`src/rtl/wwdt_pkg.sv`:
```
package wwdt_pkg;
   typedef enum logic [1:0] {
      MODE_RUN   = 2'b00,
      MODE_STOP  = 2'b01,
      MODE_SLEEP = 2'b10,
      MODE_HALT  = 2'b11
   } wd_mode_e;

   localparam int PER_CODES = 4;

   function automatic logic is_run(input logic [1:0] m);
      return m == MODE_RUN;
   endfunction

   function automatic logic is_sleep(input logic [1:0] m);
      return m == MODE_SLEEP;
   endfunction

   function automatic logic is_stop(input logic [1:0] m);
      return (m == MODE_STOP) || (m == MODE_HALT);
   endfunction
endpackage

```
`src/rtl/wwdt_cs_edge.sv`:
```
module wwdt_cs_edge #(
   parameter int STAGES = 2
) (
   input  logic clk,
   input  logic rst_n,
   input  logic cs_n,
   output logic rise_o
);
   logic cs_s;
   logic cs_prev_q;

   generate
      if (STAGES == 0) begin : g_direct
         assign cs_s = cs_n;
      end else begin : g_sync
         logic [STAGES-1:0] chain_q;
         always_ff @(posedge clk or negedge rst_n) begin
            if (!rst_n) chain_q <= '1;
            else        chain_q <= {chain_q[STAGES-2+(STAGES==1):0], cs_n} & {STAGES{1'b1}};
         end
         assign cs_s = chain_q[STAGES-1];
      end
   endgenerate

   always_ff @(posedge clk or negedge rst_n) begin
      if (!rst_n) cs_prev_q <= 1'b1;
      else        cs_prev_q <= cs_s;
   end

   assign rise_o = cs_s & ~cs_prev_q;
endmodule

```
`src/rtl/wwdt_ctl.sv`:
```
module wwdt_ctl #(
   parameter int DW      = 8,
   parameter int EN_BIT  = 7,
   parameter int PER_LSB = 5,
   parameter int SVC_BIT = 4
) (
   input  logic          clk,
   input  logic          rst_n,
   input  logic          wr,
   input  logic [DW-1:0] wdata,
   input  logic          sleep,
   input  logic          cs_rise,
   output logic          en_o,
   output logic [1:0]    per_o,
   output logic          per_chg_o,
   output logic          pend_o,
   output logic [DW-1:0] rdata_o
);
   generate
      if (EN_BIT >= DW || PER_LSB + 1 >= DW || SVC_BIT >= DW) begin : g_bad_pos
         $error("wwdt_ctl: field outside data width");
      end
      if (EN_BIT == SVC_BIT || EN_BIT == PER_LSB || EN_BIT == PER_LSB + 1 ||
          SVC_BIT == PER_LSB || SVC_BIT == PER_LSB + 1) begin : g_overlap
         $error("wwdt_ctl: fields overlap");
      end
   endgenerate

   logic       en_q;
   logic [1:0] per_q;
   logic       pend_q;
   logic [1:0] per_wr;

   assign per_wr = wdata[PER_LSB +: 2];

   always_ff @(posedge clk or negedge rst_n) begin
      if (!rst_n) begin
         en_q   <= 1'b0;
         per_q  <= 2'b00;
         pend_q <= 1'b0;
      end else begin
         if (sleep)                     en_q <= 1'b0;
         else if (wr && wdata[EN_BIT])  en_q <= 1'b1;
         if (wr) per_q <= per_wr;
         pend_q <= (pend_q & ~cs_rise) | (wr & wdata[SVC_BIT]);
      end
   end

   always_comb begin
      rdata_o                = '0;
      rdata_o[EN_BIT]        = en_q;
      rdata_o[PER_LSB +: 2]  = per_q;
   end

   assign en_o      = en_q;
   assign per_o     = per_q;
   assign pend_o    = pend_q;
   assign per_chg_o = wr && (per_wr != per_q);
endmodule

```
`src/rtl/wwdt_timer.sv`:
```
module wwdt_timer #(
   parameter int BASE  = 10,
   parameter int CNT_W = $clog2(BASE * 8 + 1)
) (
   input  logic       clk,
   input  logic       rst_n,
   input  logic [1:0] per,
   input  logic       tick,
   input  logic       run,
   input  logic       hold_zero,
   input  logic       restart,
   output logic       terminal_o,
   output logic       open_o
);
   generate
      if (BASE < 2 || (BASE % 2) != 0) begin : g_bad_base
         $error("wwdt_timer: BASE must be even and at least 2");
      end
   endgenerate

   logic [CNT_W-1:0] cnt_q;
   logic [CNT_W-1:0] term;
   logic [CNT_W-1:0] half;

   always_comb begin
      term = CNT_W'(BASE) << (2'd3 - per);
      half = term >> 1;
   end

   always_ff @(posedge clk or negedge rst_n) begin
      if (!rst_n)           cnt_q <= '0;
      else if (hold_zero)   cnt_q <= '0;
      else if (restart)     cnt_q <= '0;
      else if (run && tick) cnt_q <= cnt_q + 1'b1;
   end

   assign terminal_o = (cnt_q == term - 1'b1);
   assign open_o     = (cnt_q >= half);
endmodule

```
`src/rtl/win_wdog.sv`:
```
module win_wdog #(
   parameter int DW        = 8,
   parameter int EN_BIT    = 7,
   parameter int PER_LSB   = 5,
   parameter int SVC_BIT   = 4,
   parameter int BASE      = 10,
   parameter int CS_STAGES = 2
) (
   input  logic          clk,
   input  logic          rst_n,
   input  logic          tick,
   input  logic [1:0]    mode,
   input  logic          ctl_wr,
   input  logic [DW-1:0] ctl_wdata,
   input  logic          cs_n,
   output logic [DW-1:0] ctl_rdata,
   output logic          wd_rst
);
   import wwdt_pkg::*;

   localparam int CNT_W = $clog2(BASE * 8 + 1);

   logic       cs_rise, en, per_chg, pend, terminal, open_win;
   logic [1:0] per;
   logic       run, sleep, was_stop_q, wake;
   logic       svc_take, svc_good, svc_bad, tmo, fire, restart;
   logic       wd_rst_q;

   assign run   = is_run(mode);
   assign sleep = is_sleep(mode);

   wwdt_cs_edge #(.STAGES(CS_STAGES)) u_edge (
      .clk(clk), .rst_n(rst_n), .cs_n(cs_n), .rise_o(cs_rise)
   );

   wwdt_ctl #(.DW(DW), .EN_BIT(EN_BIT), .PER_LSB(PER_LSB), .SVC_BIT(SVC_BIT)) u_ctl (
      .clk(clk), .rst_n(rst_n), .wr(ctl_wr), .wdata(ctl_wdata), .sleep(sleep),
      .cs_rise(cs_rise), .en_o(en), .per_o(per), .per_chg_o(per_chg),
      .pend_o(pend), .rdata_o(ctl_rdata)
   );

   always_ff @(posedge clk or negedge rst_n) begin
      if (!rst_n) begin
         was_stop_q <= 1'b0;
         wd_rst_q   <= 1'b0;
      end else begin
         was_stop_q <= is_stop(mode);
         wd_rst_q   <= fire;
      end
   end

   assign wake     = was_stop_q & run;
   assign svc_take = cs_rise & pend & en & run;
   assign svc_good = svc_take & open_win;
   assign svc_bad  = svc_take & ~open_win;
   assign tmo      = en & run & tick & terminal & ~svc_good;
   assign fire     = tmo | svc_bad;
   assign restart  = fire | svc_good | wake | per_chg;

   wwdt_timer #(.BASE(BASE), .CNT_W(CNT_W)) u_timer (
      .clk(clk), .rst_n(rst_n), .per(per), .tick(tick), .run(run),
      .hold_zero(~en | sleep), .restart(restart),
      .terminal_o(terminal), .open_o(open_win)
   );

   assign wd_rst = wd_rst_q;
endmodule

```
`config.mk`:
```
export PLATFORM = sky130hd
export DESIGN_NAME = win_wdog
export DESIGN_NICKNAME = d
export VERILOG_FILES = /design/src/rtl/wwdt_pkg.sv /design/src/rtl/wwdt_cs_edge.sv /design/src/rtl/wwdt_ctl.sv /design/src/rtl/wwdt_timer.sv /design/src/rtl/win_wdog.sv
export SDC_FILE = /design/constraint.sdc
export NUM_CORES = 1
export LEC_CHECK = 0
export BUFFER_PORTS_ARGS = -buffer_cell sky130_fd_sc_hd__buf_2
export CORE_MARGIN = 4
export CORE_UTILIZATION = 30
export DETAILED_ROUTE_END_ITERATION = 10
export HOLD_SLACK_MARGIN = 0.02
export MAX_ROUTING_LAYER = met4
export PLACE_DENSITY = 0.54
export SLEW_MARGIN = 30
export SYNTH_ARGS = -nofsm -noshare
export SYNTH_HDL_FRONTEND = slang
export SYNTH_SLANG_ARGS = --single-unit
```
`constraint.sdc`:
```
create_clock -name clk -period 1.6 [get_ports clk]
set_input_delay 0.32 -clock clk [delete_from_list [all_inputs] [get_ports clk]]
set_output_delay 0.32 -clock clk [all_outputs]
set_load 0.05 [all_outputs]
```
* Word level (Yosys, flattened, before mapping) *
Cells that the tools add are included.

cells by class
  bitwise gates (word level) = 24
  multiplexer cells = 5
  reduce and logical (&&, ||, !) cells = 7
  eq/ne operators = 5
  shifts and indexed selects = 1
  order comparisons = 1
  $add $sub $neg = 3

operator list
  kind                                               number
  two-way mux 7 bit                                  3
  AND 1 bit                                          13
  adder 7 x 1 -> 7 bit (second input constant)       1
  == test 7 bit                                      1
  greater-or-equal comparator 7 x 6 -> 1 bit         1
  << shifter 4 x 2 -> 7 bit (first input constant)   1
  subtractor 7 x 1 -> 7 bit (second input constant)  1
  bitwise OR 1 bit                                   6
  inverter 1 bit                                     5
  == test 2 bit (second input constant)              2
  logical AND 1 bit                                  3
  nonzero test 3 bit                                 1
  == test 2 x 1 -> 1 bit (second input constant)     1
  logical NOT 2 bit                                  1
  two-way mux 1 bit                                  2
  inequality test 2 bit                              1
  nonzero test 2 bit                                 1
  subtractor 2 bit (first input constant)            1
  logical OR 1 bit                                   1

word-level totals
  flip-flop bits (word level) = 16
  output and inout bits = 9
  bits of input ports = 15

* Logic depth before layout (Yosys ltp) *
Gate-level depths: netlist of the first run.

  depth after elaboration = 14
  gate-level depth with buffers = 8
  mapped depth without buffers = 8

* By module *
A second synthesis of the first run with hierarchy kept.

unflattened totals
  cells, all modules = 108
  area total of the unflattened synthesis = 1079.8 um2

by module, submodules not included
  module        cells an instance  seq. area each (um2)  area each (um2)  instances
  wwdt_timer    70                 175.2                 644.4            1
  wwdt_ctl      23                 100.1                 232.7            1
  win_wdog      11                 50.0                  110.1            1
  wwdt_cs_edge  4                  78.8                  92.6             1

* Worst setup path before layout of the first run *
No wires, ideal clock.

  kind = reg2reg
  start point = register u_ctl.per_q[1], in the netlist u_ctl.per_o[1]
  end point = register wd_rst_q, in the netlist wd_rst
  slack = -554 ps
  data required time = 1536 ps
  stages on the path, launching flop included = 9
  buffers on the path = 0
  arrival = 2089 ps
  cell sequence = dfrtp_1 > inv_1 > ha_1 > inv_1 > ha_1 > a21o_1 > a211o_1 > a41oi_1 > mux2_2

on the way
  word-level cells in the longest chain between the ends = 7
  elaborated cells between the ends (all ways) = 12
  classes of those cells = 2 x add/sub; 1 x order compare; 1 x eq/ne; 1 x shift; 7 x bitwise

ends and longest elaborated chain
  item                                                                                     line                                text
  from (decl)                                                                              wwdt_ctl.sv:30                      logic [1:0] per_q;
  from (signal assigned)                                                                   wwdt_ctl.sv:44                      if (wr) per_q <= per_wr;
  subtractor 2 bit (*)                                                                     wwdt_timer.sv:26                    term = CNT_W'(BASE) << (2'd3 - per);
  << shifter 4 x 2 -> 7 bit (*)                                                            wwdt_timer.sv:26
  subtractor 7 x 1 -> 7 bit or greater-or-equal comparator 7 x 6 -> 1 bit (tied branches)  wwdt_timer.sv:37, wwdt_timer.sv:38
  == test 7 bit or AND 1 bit (tied branches)                                               wwdt_timer.sv:37, win_wdog.sv:54
  AND 1 bit or inverter 1 bit (tied branches)                                              win_wdog.sv:56                      assign tmo = en & run & tick & terminal & ~svc_good;
  AND 1 bit                                                                                win_wdog.sv:56
  bitwise OR 1 bit (*)                                                                     win_wdog.sv:57                      assign fire = tmo | svc_bad;
  via fire                                                                                 win_wdog.sv:26                      logic svc_take, svc_good, svc_bad, tmo, fire, restart;
  to (signal assigned)                                                                     win_wdog.sv:48                      wd_rst_q <= fire;
  to (decl)                                                                                win_wdog.sv:27                      logic wd_rst_q;

The timed path passes the listed nets; every way through them passes the cells marked *.
A chain may end at the register's enable or synchronous reset.

* Worst setup path in the final report of the first run *
  start point = register u_ctl.per_q[0], in the netlist u_ctl.per_o[0]
  end point = register wd_rst_q, in the netlist wd_rst

Same word-level chain as after synthesis.

==> metrics, run 1 <==
grt total ovfl=0; post-DR wirelength/cell=approximately 13 um; post-synth cell types=32; DRT Pass-1 Iters=4; slowest CP cell=dfrtp_4; Mapped Cells=between 100 and 150; Seq/Total Area, Yosys=between 30 and 40%; Hold Fails Final Rpt=0; global-route wire length before repair=between 4000 and 5000 um; Critical Path RT=around 1.8 ns; Yosys reg bits=16; ANT nets after route=0; Top Ports=24; final core occ=between 40% and 50%; Mean Syn Cell Area=roughly 10 um2; Warnings, synthesis=0; element type at the critical path end=flop; Primary FF master, synth=dfrtp_1; initial core utilization=roughly 32%; ys async rst share=100%; share of cells above drive strength 1=roughly half; Root Buffer=clkbuf_4; final-stage net count=between 150 and 200; Die Wd=just under 70 um; clk sinks=16; Worst-path clk slew=0.10 ns; Slew Viols, Final=0; cell repeated most along the worst path=ha_4; LEAKAGE=between 0.0007 and 0.0008 uW; VDD IR max=0.484 mV; maximum clock path buffer count=2; H-tree levels=1; Tcrit/Tclk final=111%; f_max=approximately 0.57 GHz; RSZ-0062 raised after global routing=true; commonest non-fill, non-tap cells in the layout=buf_4, buf_2, dfrtp_1; dominant cell type by area after synthesis=dfrtp_1; violated checks=setup timing; post-detail-place hpwl=between 1500 and 2000 um; DR vias/cell=approximately 4.6; Hold Path Class=in -> reg; outcome=finished, violations left; largest net degree at the start of global routing=17; DRC Markers=0; worst skew pair latency=around 0.3 ns; post-route setup TNS=-0.827 ns; ANT cells=0; PnR worst setup slack=-0.168 ns; mapped cell area=roughly 1100 um2; crit-path max FO=5; EDFF count, synth=0; CTS Buf Count=3; CP delay by family, top=compound AO/OA/AOI/OAI gates; IO buf count=14; most area-consuming cells after synthesis=dfrtp_1, ha_1, dfstp_2; placed cell count=roughly 180; most common cell after layout, fill and taps aside=buf_4; area delta synth->final=44.7%; CP Data Arrival Time=between 2 and 2.5 ns; CTS tree=built; Power Density=635 nW/um2; minimum clock period=roughly 1.8 ns; DRT iter0 DRCs=12; routability cong.=0.764; CP bufs+invs=1; post-route insts no fill=190; final wirelength=roughly 2500 um; worst path cell trace=ha_4, inv_2, ha_4, a21o_1, a211o_1, a41oi_2, mux2_4; Yosys top cell area share=between 20% and 30%; Die Area=approximately 4700 um2; total number of vias=roughly 870; chip height=roughly 70 um; Worst setup SP type=flop; CORE AREA=3420 um2; WS Path Type=reg -> reg; Crit path largest cell delay=between 0.5 and 0.6 ns; setup violators final=7; initial antenna violation count=0; hold_ws=0.118 ns; standard-cell rows=21; skew final=approximately 0.007 ns; # Max-Cap Violations=0; gr usage total=about an eighth; vias in the first global route=between 900 and 1000
power by group:
group	internal, uW	switching [uW]
clock	97.1	140
sequential	426	17.8
combinational	141	183
per-stage QoR:
step | area, um2 | power [uW] | worst slack, ns
after floorplan | 1150 | 620 | -0.230
after global placement | 1370 | 701 | -0.222
after detailed placement | 1370 | 709 | -0.248
after CTS | 1500 | 981 | -0.186
after global routing | 1580 | 1070 | -0.216
final | 1580 | 1000 | -0.168
cell usage after synthesis, types with 2 or more instances:
cell type	number
dfstp_2	3
buf_4	6
nand4_1	2
xor2_1	7
nand3_1	4
nor2_1	4
xnor2_1	7
nor3_1	7
nor2b_1	2
o21ai_0	4
dfrtp_1	13
nand2_1	6
ha_1	13
inv_1	8
a21oi_1	3
state kept, by name, summed over array words and instances, names as in the netlist:
| signal | cells |
|---|---|
| u_timer.cnt_q | 7 |
| u_ctl.per_o | 2 |
| u_edge.g_sync.chain_q | 2 |
| u_ctl.en_o | 1 |
| u_ctl.pend_o | 1 |
| u_edge.cs_prev_q | 1 |
| was_stop_q | 1 |
| wd_rst | 1 |
layout make-up:
class                      instances  area (um2)
fill                             340        1830
sequential                        16         409
tap                               46        57.6
clock buffer                       4        26.3
timing repair buffer              37         249
inverter                           8        32.5
multi-input combinational         79         808
cell families (layout without fill, tap and decap cells):
| family | Yosys count | in the layout | share of synthesized area [%] |
|---|---|---|---|
| adder cells (fa/ha/maj) | 13 | 13 | 14.9 |
| flip-flops | 16 | 16 | 37.0 |
| buffers and inverters | 15 | 49 | 7.21 |
| other | 1 | 5 | 0.343 |
| XOR/XNOR | 15 | 15 | 12.7 |
| AND/OR/NAND/NOR | 32 | 32 | 19.2 |
| multiplexers | 2 | 2 | 1.95 |
| AO/OA/AOI/OAI | 12 | 12 | 6.75 |
per-layer routing:
metal  wire length [um]  up-vias  share of wire [%]  GRT usage (%)
met5                  0        -                  0              -
li1                   -      429                  -              -
met4                 55        0                2.2           6.95
met1               1010      409                 40           15.5
met3                103        6                4.1           2.30
met2               1340       23                 53           21.7
worst paths after layout:
check	from	endpoint	slack [ns]	cells past startpoint
max in group asynchronous	rst_n	u_edge.g_sync.chain_q[1]	0.84	2
max	u_ctl.per_o[0]	wd_rst	-0.17	7
min in group asynchronous	rst_n	u_timer.cnt_q[0]	0.45	2
min reg2reg	u_edge.g_sync.chain_q[0]	u_edge.g_sync.chain_q[1]	0.37	0
min	cs_n	u_edge.g_sync.chain_q[0]	0.12	1
max reg2reg	u_ctl.per_o[0]	wd_rst	-0.17	7
what timing repair did:
| item | CTS | global route |
|---|---|---|
| setup buffers | 2 | 1 |
| resized for setup | 10 | 10 |
| pin swaps | 8 | 8 |
| setup endpoints to repair | 7 | 7 |
| hold endpoints to repair | 13 | 0 |
| hold buffers | 1 | 0 |
Note: power is estimated with default switching activity, not from simulation.
==> inputs of run 2 (changes only) <==
ABC_AREA = 1   (was default)
GPL_TIMING_DRIVEN = 0   (was default)
==> run 2 against run 1 <==
  * Area after synthesis rose by 6.9%
  * Core utilization fell by 4.5 points
  * Largest power group unchanged
  * Register-to-register slack improved by 0.12 ns
  * Highest routed layer unchanged
  * Largest cell class unchanged
  * Clock-buffer cell count did not move
  * The flow still finishes with violations (setup timing)
==> metrics, run 2 <==
Reg2Reg Setup Slack=-0.05 ns (+0.12 ns); Die Wd=70.4 um (+3.0%); DRC Markers=0 (unchanged); initial core utilization=31.4% (-0.57 points); initial antenna violation count=0 (unchanged); # Max-Cap Violations=0 (unchanged); worst path cell trace=buf_6, ha_4, inv_4, ha_4, a21o_1, a21oi_2, nand3_2, nand2_1, nand2_1, inv_1; PnR worst setup slack=-0.0504 ns (+0.118 ns); share of cells above drive strength 1=38.2% (-12 points); DRT iter0 DRCs=14 (+2); Int Power=769 uW (+16%); Die Area=4960 um2 (+6.1%); max reg flops=7 (unchanged); Tcrit/Tclk final=103% (-7.4 points); Comb power frac=27.7% (-4.6 points); LEAKAGE=0.000765 uW (+6.8%); Crit path largest cell delay=0.45 ns (-0.08 ns); dominant cell type by area after synthesis=dfrtp_1; Root Buffer=clkbuf_8; sw frac=31.2% (-2.7 points); Slew Viols, Final=0 (unchanged); post-synth cell types=30 (-6.3%); f_max=0.606 GHz (+7.1%); Hold Fails Final Rpt=0 (unchanged); CORE AREA=3720 um2 (+8.8%); IO buf count=14 (unchanged); final wirelength=2480 um (-1.6%); most frequent cell after synthesis=nand2_1; minimum clock period=1.65 ns (-0.118 ns); EDFF count, synth=0 (unchanged); slowest CP cell=dfrtp_2; post-DR wirelength/cell=11.0 um (-17%); gr usage total=11.6% (-1.7 points); H-tree levels=1 (unchanged); skew final=0.00491 ns (-0.00205 ns); most area-consuming cells after synthesis=dfrtp_1, ha_1, nand2_1; final core occ=41.9% (-4.5 points); Mean Syn Cell Area=8.00 um2 (-22%); total number of vias=973 (+12%); Psw=348 uW (+2.2%); clk sinks=16 (unchanged); final-stage net count=207 (+20%); standard-cell rows=22 (+4.8%); maximum clock path buffer count=2 (unchanged); ANT cells=0 (unchanged); DR vias/cell=4.31 (-5.7%); CTS tree=built; Yosys reg bits=16 (unchanged); reg2reg start=u_ctl.per_o[0]; RSZ-0062 raised after global routing=true; largest net degree at the start of global routing=17 (unchanged); commonest non-fill, non-tap cells in the layout=nand2_1, inv_1, buf_4, buf_2, dfrtp_1; VDD IR max=0.676 mV (+40%); Primary FF master, synth=dfrtp_1; crit-path max FO=4 (-1); setup violators final=8 (+1); CP Data Arrival Time=1.84 ns (-0.17 ns); post-route insts no fill=226 (+19%); Power Density=718 nW/um2 (+13%); FF-to-FF path depth=10 (+3); placed cell count=212 (+16%); post-detail-place hpwl=1820 um (-3.5%); chip height=70.4 um (+3.0%); grt total ovfl=0 (unchanged); Hold Path Class=in -> reg; largest reg by FF count=u_timer.cnt_q; worst skew pair latency=0.25 ns (-0.05 ns); DRT Pass-1 Iters=4 (unchanged); Placed Area=1360 um2 (-1.1%); sequential group share of total power=39.6% (-4.5 points); ANT nets after route=0 (unchanged); hold_ws=0.164 ns (+0.0457 ns); Reg-to-Reg End=wd_rst; Crit. Startpoint=u_ctl.per_o[0]; Worst setup SP type=flop; vias in the first global route=1006 (+11%); mapped cell area=1170 um2 (+6.9%); Critical Path RT=1.79 ns (-0.05 ns); area delta synth->final=33.2%; Post-synth top cells=nand2_1, inv_1, dfrtp_1, ha_1, nor2_1; ys async rst share=100% (unchanged); Warnings, synthesis=0 (unchanged); Seq/Total Area, Yosys=34.6% (-2.4 points); Worst Setup EP=wd_rst; post-route setup TNS=-0.334 ns (+0.493 ns); routability cong.=0.840 (+9.9%); most common cell after layout, fill and taps aside=nand2_1; Mapped Cells=146 (+38%); global-route wire length before repair=4530 um (+4.0%); CTS Buf Count=3 (unchanged); Yosys top cell area share=27.8% (-1.9 points); outcome=finished, violations left; element type at the critical path end=flop; Top Ports=24 (unchanged); WS Path Type=reg -> reg; Worst-path clk slew=0.07 ns (-0.03 ns); clock share of power=32.7% (+9.1 points); Design Area, Final=1560 um2 (-1.7%); violated checks=setup timing
[run 2: changes by cell type after synthesis, sizes merged, moves of 2 or more]
| cell | previous run | this run |
|---|---|---|
| or2 | 0 | 3 |
| o21ai | 5 | 3 |
| xor2 | 7 | 5 |
| nor3 | 9 | 1 |
| nand2 | 6 | 36 |
| nor2 | 4 | 15 |
| nor2b | 2 | 0 |
| inv | 8 | 23 |
| a21oi | 3 | 5 |
| xnor2 | 8 | 4 |
| nand3 | 4 | 8 |
[run 2: cells by family after synthesis]
family,count (synthesis),share of synthesized area [%]
AO/OA/AOI/OAI,11,5.78
XOR/XNOR,9,6.74
adder cells (fa/ha/maj),13,13.9
buffers and inverters,30,11.6
flip-flops,16,34.6
other,1,0.321
AND/OR/NAND/NOR,66,27.1
[run 2: cell type report]
type	count	area [um2]
flip-flops and latches	16	407
clock buffers	4	55.1
plain buffers	7	48.8
multi-input cells	104	738
repair buffers	24	151
fillers	391	2160
well taps	48	60.1
inverters	23	96.3
[run 2: worst max-delay path, delay by kind of cell (launching register included)]
kind	cells	cell delay, ns
AOI/OAI and AO/OA	2	0.32
adders and majority gates	2	0.35
buffers and inverters	3	0.25
DFF	1	0.45
and+or+nand+nor	3	0.22
[run 2: power groups by stage]
stage / combinational (uW) / sequential, uW / clock [uW]
final: 310 / 442 / 365
after global routing: 345 / 445 / 403
after CTS: 295 / 442 / 379
after detailed placement: 249 / 454 / 0
after global placement: 244 / 452 / 0
after floorplan: 171 / 466 / 0
[run 2: what timing repair did]
action	4_1_cts	5_1_grt
buffers inserted	7	2
setup endpoints to repair	8	8
pin swaps	6	3
hold buffers	1	0
hold endpoints to repair	13	0
gates cloned	0	0
gates resized for setup	10	8
[run 2: how the worst min path moves through the flow]
| stage | start | to | slack [ns] | cells after the start |
|---|---|---|---|---|
| 6_report | cs_n | u_edge.g_sync.chain_q[0] | 0.16 | 1 |
| 5_1_grt | cs_n | u_edge.g_sync.chain_q[0] | 0.15 | 1 |
| 4_1_cts | cs_n | u_edge.g_sync.chain_q[0] | 0.16 | 1 |
| 3_5_place_dp | rst_n | u_ctl.pend_o | 0.26 | 1 |
| 3_3_place_gp | rst_n | u_ctl.pend_o | 0.25 | 1 |
| 2_1_floorplan | rst_n | u_ctl.en_o | 0.02 | 0 |
[run 2: metal layers]
metal	GRT usage, %	vias to the layer above	share of wire, %
met3	1.73	5	4.6
li1	-	502	-
met5	-	-	0
met4	4.47	0	1.5
met2	19.4	23	49
met1	13.8	443	44
[run 2: stage by stage]
stage / setup slack, ns / power, uW
detailed placement: -0.183 / 703
floorplan: -0.0965 / 637
CTS: -0.0412 / 1120
global route: -0.147 / 1190
finish: -0.0504 / 1120
global placement: -0.171 / 696
==> inputs of run 3 (changes only) <==
BUFFER_PORTS_ARGS = -buffer_cell sky130_fd_sc_hd__clkbuf_2   (was -buffer_cell sky130_fd_sc_hd__buf_2)
==> run 3 against run 2 <==
  * The flow still finishes with violations (setup timing)
  * Clock-buffer cell count did not move
  * Total power decreased by 4.0%
  * Combinational power increased by 4%
  * Via count fell by 1.2%
  * Hold slack lost 0.010 ns
  * Non-clock buffer count is 2 higher
  * Core utilization up 0.74 points
  * Clock power down 16%
==> metrics, run 3 (synthesis gave the netlist of run 2 again) <==
worst slack, placed=-0.178 ns (+0.00558 ns); crit-path max FO=5 (+1); Reg2Reg Setup Slack=-0.02 ns (+0.03 ns); DRT Pass-1 Iters=2 (-2); total number of vias=961 (-1.2%); routability cong.=0.810 (-3.5%); chip height=70.4 um (unchanged); DRT iter0 DRCs=2 (-12); setup violators final=3 (-5); FF-to-FF path depth=12 (+2); commonest non-fill, non-tap cells in the layout=nand2_1, inv_1, buf_4; LEAKAGE=0.000770 uW (+0.56%); max reg flops=7 (unchanged); Top Ports=24 (unchanged); post-route setup TNS=-0.0314 ns (+0.303 ns); CP Data Arrival Time=1.77 ns (-0.07 ns); minimum clock period=1.62 ns (-0.0278 ns); DRC Markers=0 (unchanged); area delta synth->final=35.5%; DR vias/cell=4.21 (-2.1%); Power Density=677 nW/um2 (-5.7%); final wirelength=2390 um (-3.6%); clk sinks=16 (unchanged); post-detail-place hpwl=1790 um (-1.9%); placed cell count=212 (unchanged); initial core utilization=31.4% (unchanged); WS Path Type=reg -> reg; Root Buffer=clkbuf_8; final core occ=42.6% (+0.74 points); # Max-Cap Violations=0 (unchanged); Critical Path RT=1.74 ns (-0.05 ns); Worst setup SP type=flop; outcome=finished, violations left; CTS Buf Count=3 (unchanged); Slew Viols, Final=0 (unchanged); Reg-to-Reg End=wd_rst; global-route wire length before repair=4190 um (-7.5%); f_max=0.616 GHz (+1.7%); worst skew pair latency=0.24 ns (about the same); element type at the critical path end=flop; grt total ovfl=0 (unchanged); Hold Path Class=in -> reg; final-stage net count=209 (+0.97%); largest reg by FF count=u_timer.cnt_q; CTS tree=built; vias in the first global route=971 (-3.5%); Worst Setup EP=wd_rst; Die Area=4960 um2 (unchanged); Die Wd=70.4 um (unchanged); post-DR wirelength/cell=10.5 um (-4.5%); maximum clock path buffer count=2 (unchanged); share of cells above drive strength 1=40.0% (+1.8 points); skew final=0.00169 ns (-0.00322 ns); PnR worst setup slack=-0.0227 ns (+0.0278 ns); Crit. Startpoint=u_ctl.per_o[1]; standard-cell rows=22 (unchanged); CORE AREA=3720 um2 (unchanged); ANT cells=0 (unchanged); H-tree levels=1 (unchanged); IO buf count=14 (unchanged); Hold Fails Final Rpt=0 (unchanged); VDD IR max=0.444 mV (-34%); gr usage total=10.8% (-0.72 points); most common cell after layout, fill and taps aside=nand2_1; RSZ-0062 raised after global routing=true; Tcrit/Tclk final=101% (-1.7 points); largest net degree at the start of global routing=17 (unchanged); post-route insts no fill=228 (+0.88%); ANT nets after route=0 (unchanged); violated checks=setup timing; Worst-path clk slew=0.06 ns (about the same); hold_ws=0.153 ns (-0.0101 ns); reg2reg start=u_ctl.per_o[1]; initial antenna violation count=0 (unchanged)
==> run 3: cell count changes in the layout (fill, tap and decap cells not counted), sizes merged <==
cell | before | now
buf | 29 | 17
clkinv | 0 | 1
clkbuf | 5 | 19
inv | 23 | 22
==> run 3: timing repair <==
| item | in CTS | in global routing |
|---|---|---|
| gates resized for setup | 12 | 10 |
| pin swaps | 9 | 6 |
| hold buffers | 1 | 0 |
| setup buffers | 9 | 2 |
| setup endpoints to repair | 6 | 8 |
| endpoints found under the hold margin | 13 | 0 |
==> run 3: worst min path at each step <==
stage               startpoint                       end  cells after the start
floorplan                rst_n                u_ctl.en_o                      0
global placement         rst_n              u_ctl.pend_o                      1
detailed placement       rst_n                was_stop_q                      1
CTS                       cs_n  u_edge.g_sync.chain_q[0]                      1
global route              cs_n  u_edge.g_sync.chain_q[0]                      1
finish                    cs_n  u_edge.g_sync.chain_q[0]                      1
==> run 3: worst max-delay path, cell delays in order, from the launching register on <==
cell and delay (ns):
dfrtp_2 0.45, inv_4 0.10, ha_4 0.12, inv_2 0.04, ha_4 0.26, inv_2 0.04, nor2_4 0.08, and3_1 0.15
nand2_1 0.06, nand3_2 0.08, nand2_1 0.05, nand2_1 0.07, inv_1 0.04
==> run 3: power by group <==
group	switching, uW	total (uW)	internal (uW)
Sequential	17.2	442	425
Combinational	189	322	133
Clock	132	308	176
==> run 3: layer usage <==
layer,global-route usage [%],part of all wire [%],vias to the layer above
li1,-,-,509
met2,18.7,50,20
met3,3.17,4.8,6
met4,3.62,1.5,0
met5,-,0,-
met1,11.9,43,426
==> run 3: through the flow <==
step	instance area, um2	total power, uW
finish	1580	1070
global route	1580	1160
CTS	1540	1070
detailed placement	1360	702
global placement	1360	696
floorplan	1230	637
==> run 3: layout make-up <==
class	count	area, um2
Inverter	23	93.8
Buffer	7	48.8
Timing Repair Buffer	26	170
Sequential cell	16	407
Clock buffer	4	45.0
Multi-Input combinational cell	104	759
Tap cell	48	60.1
Fill cell	371	2130
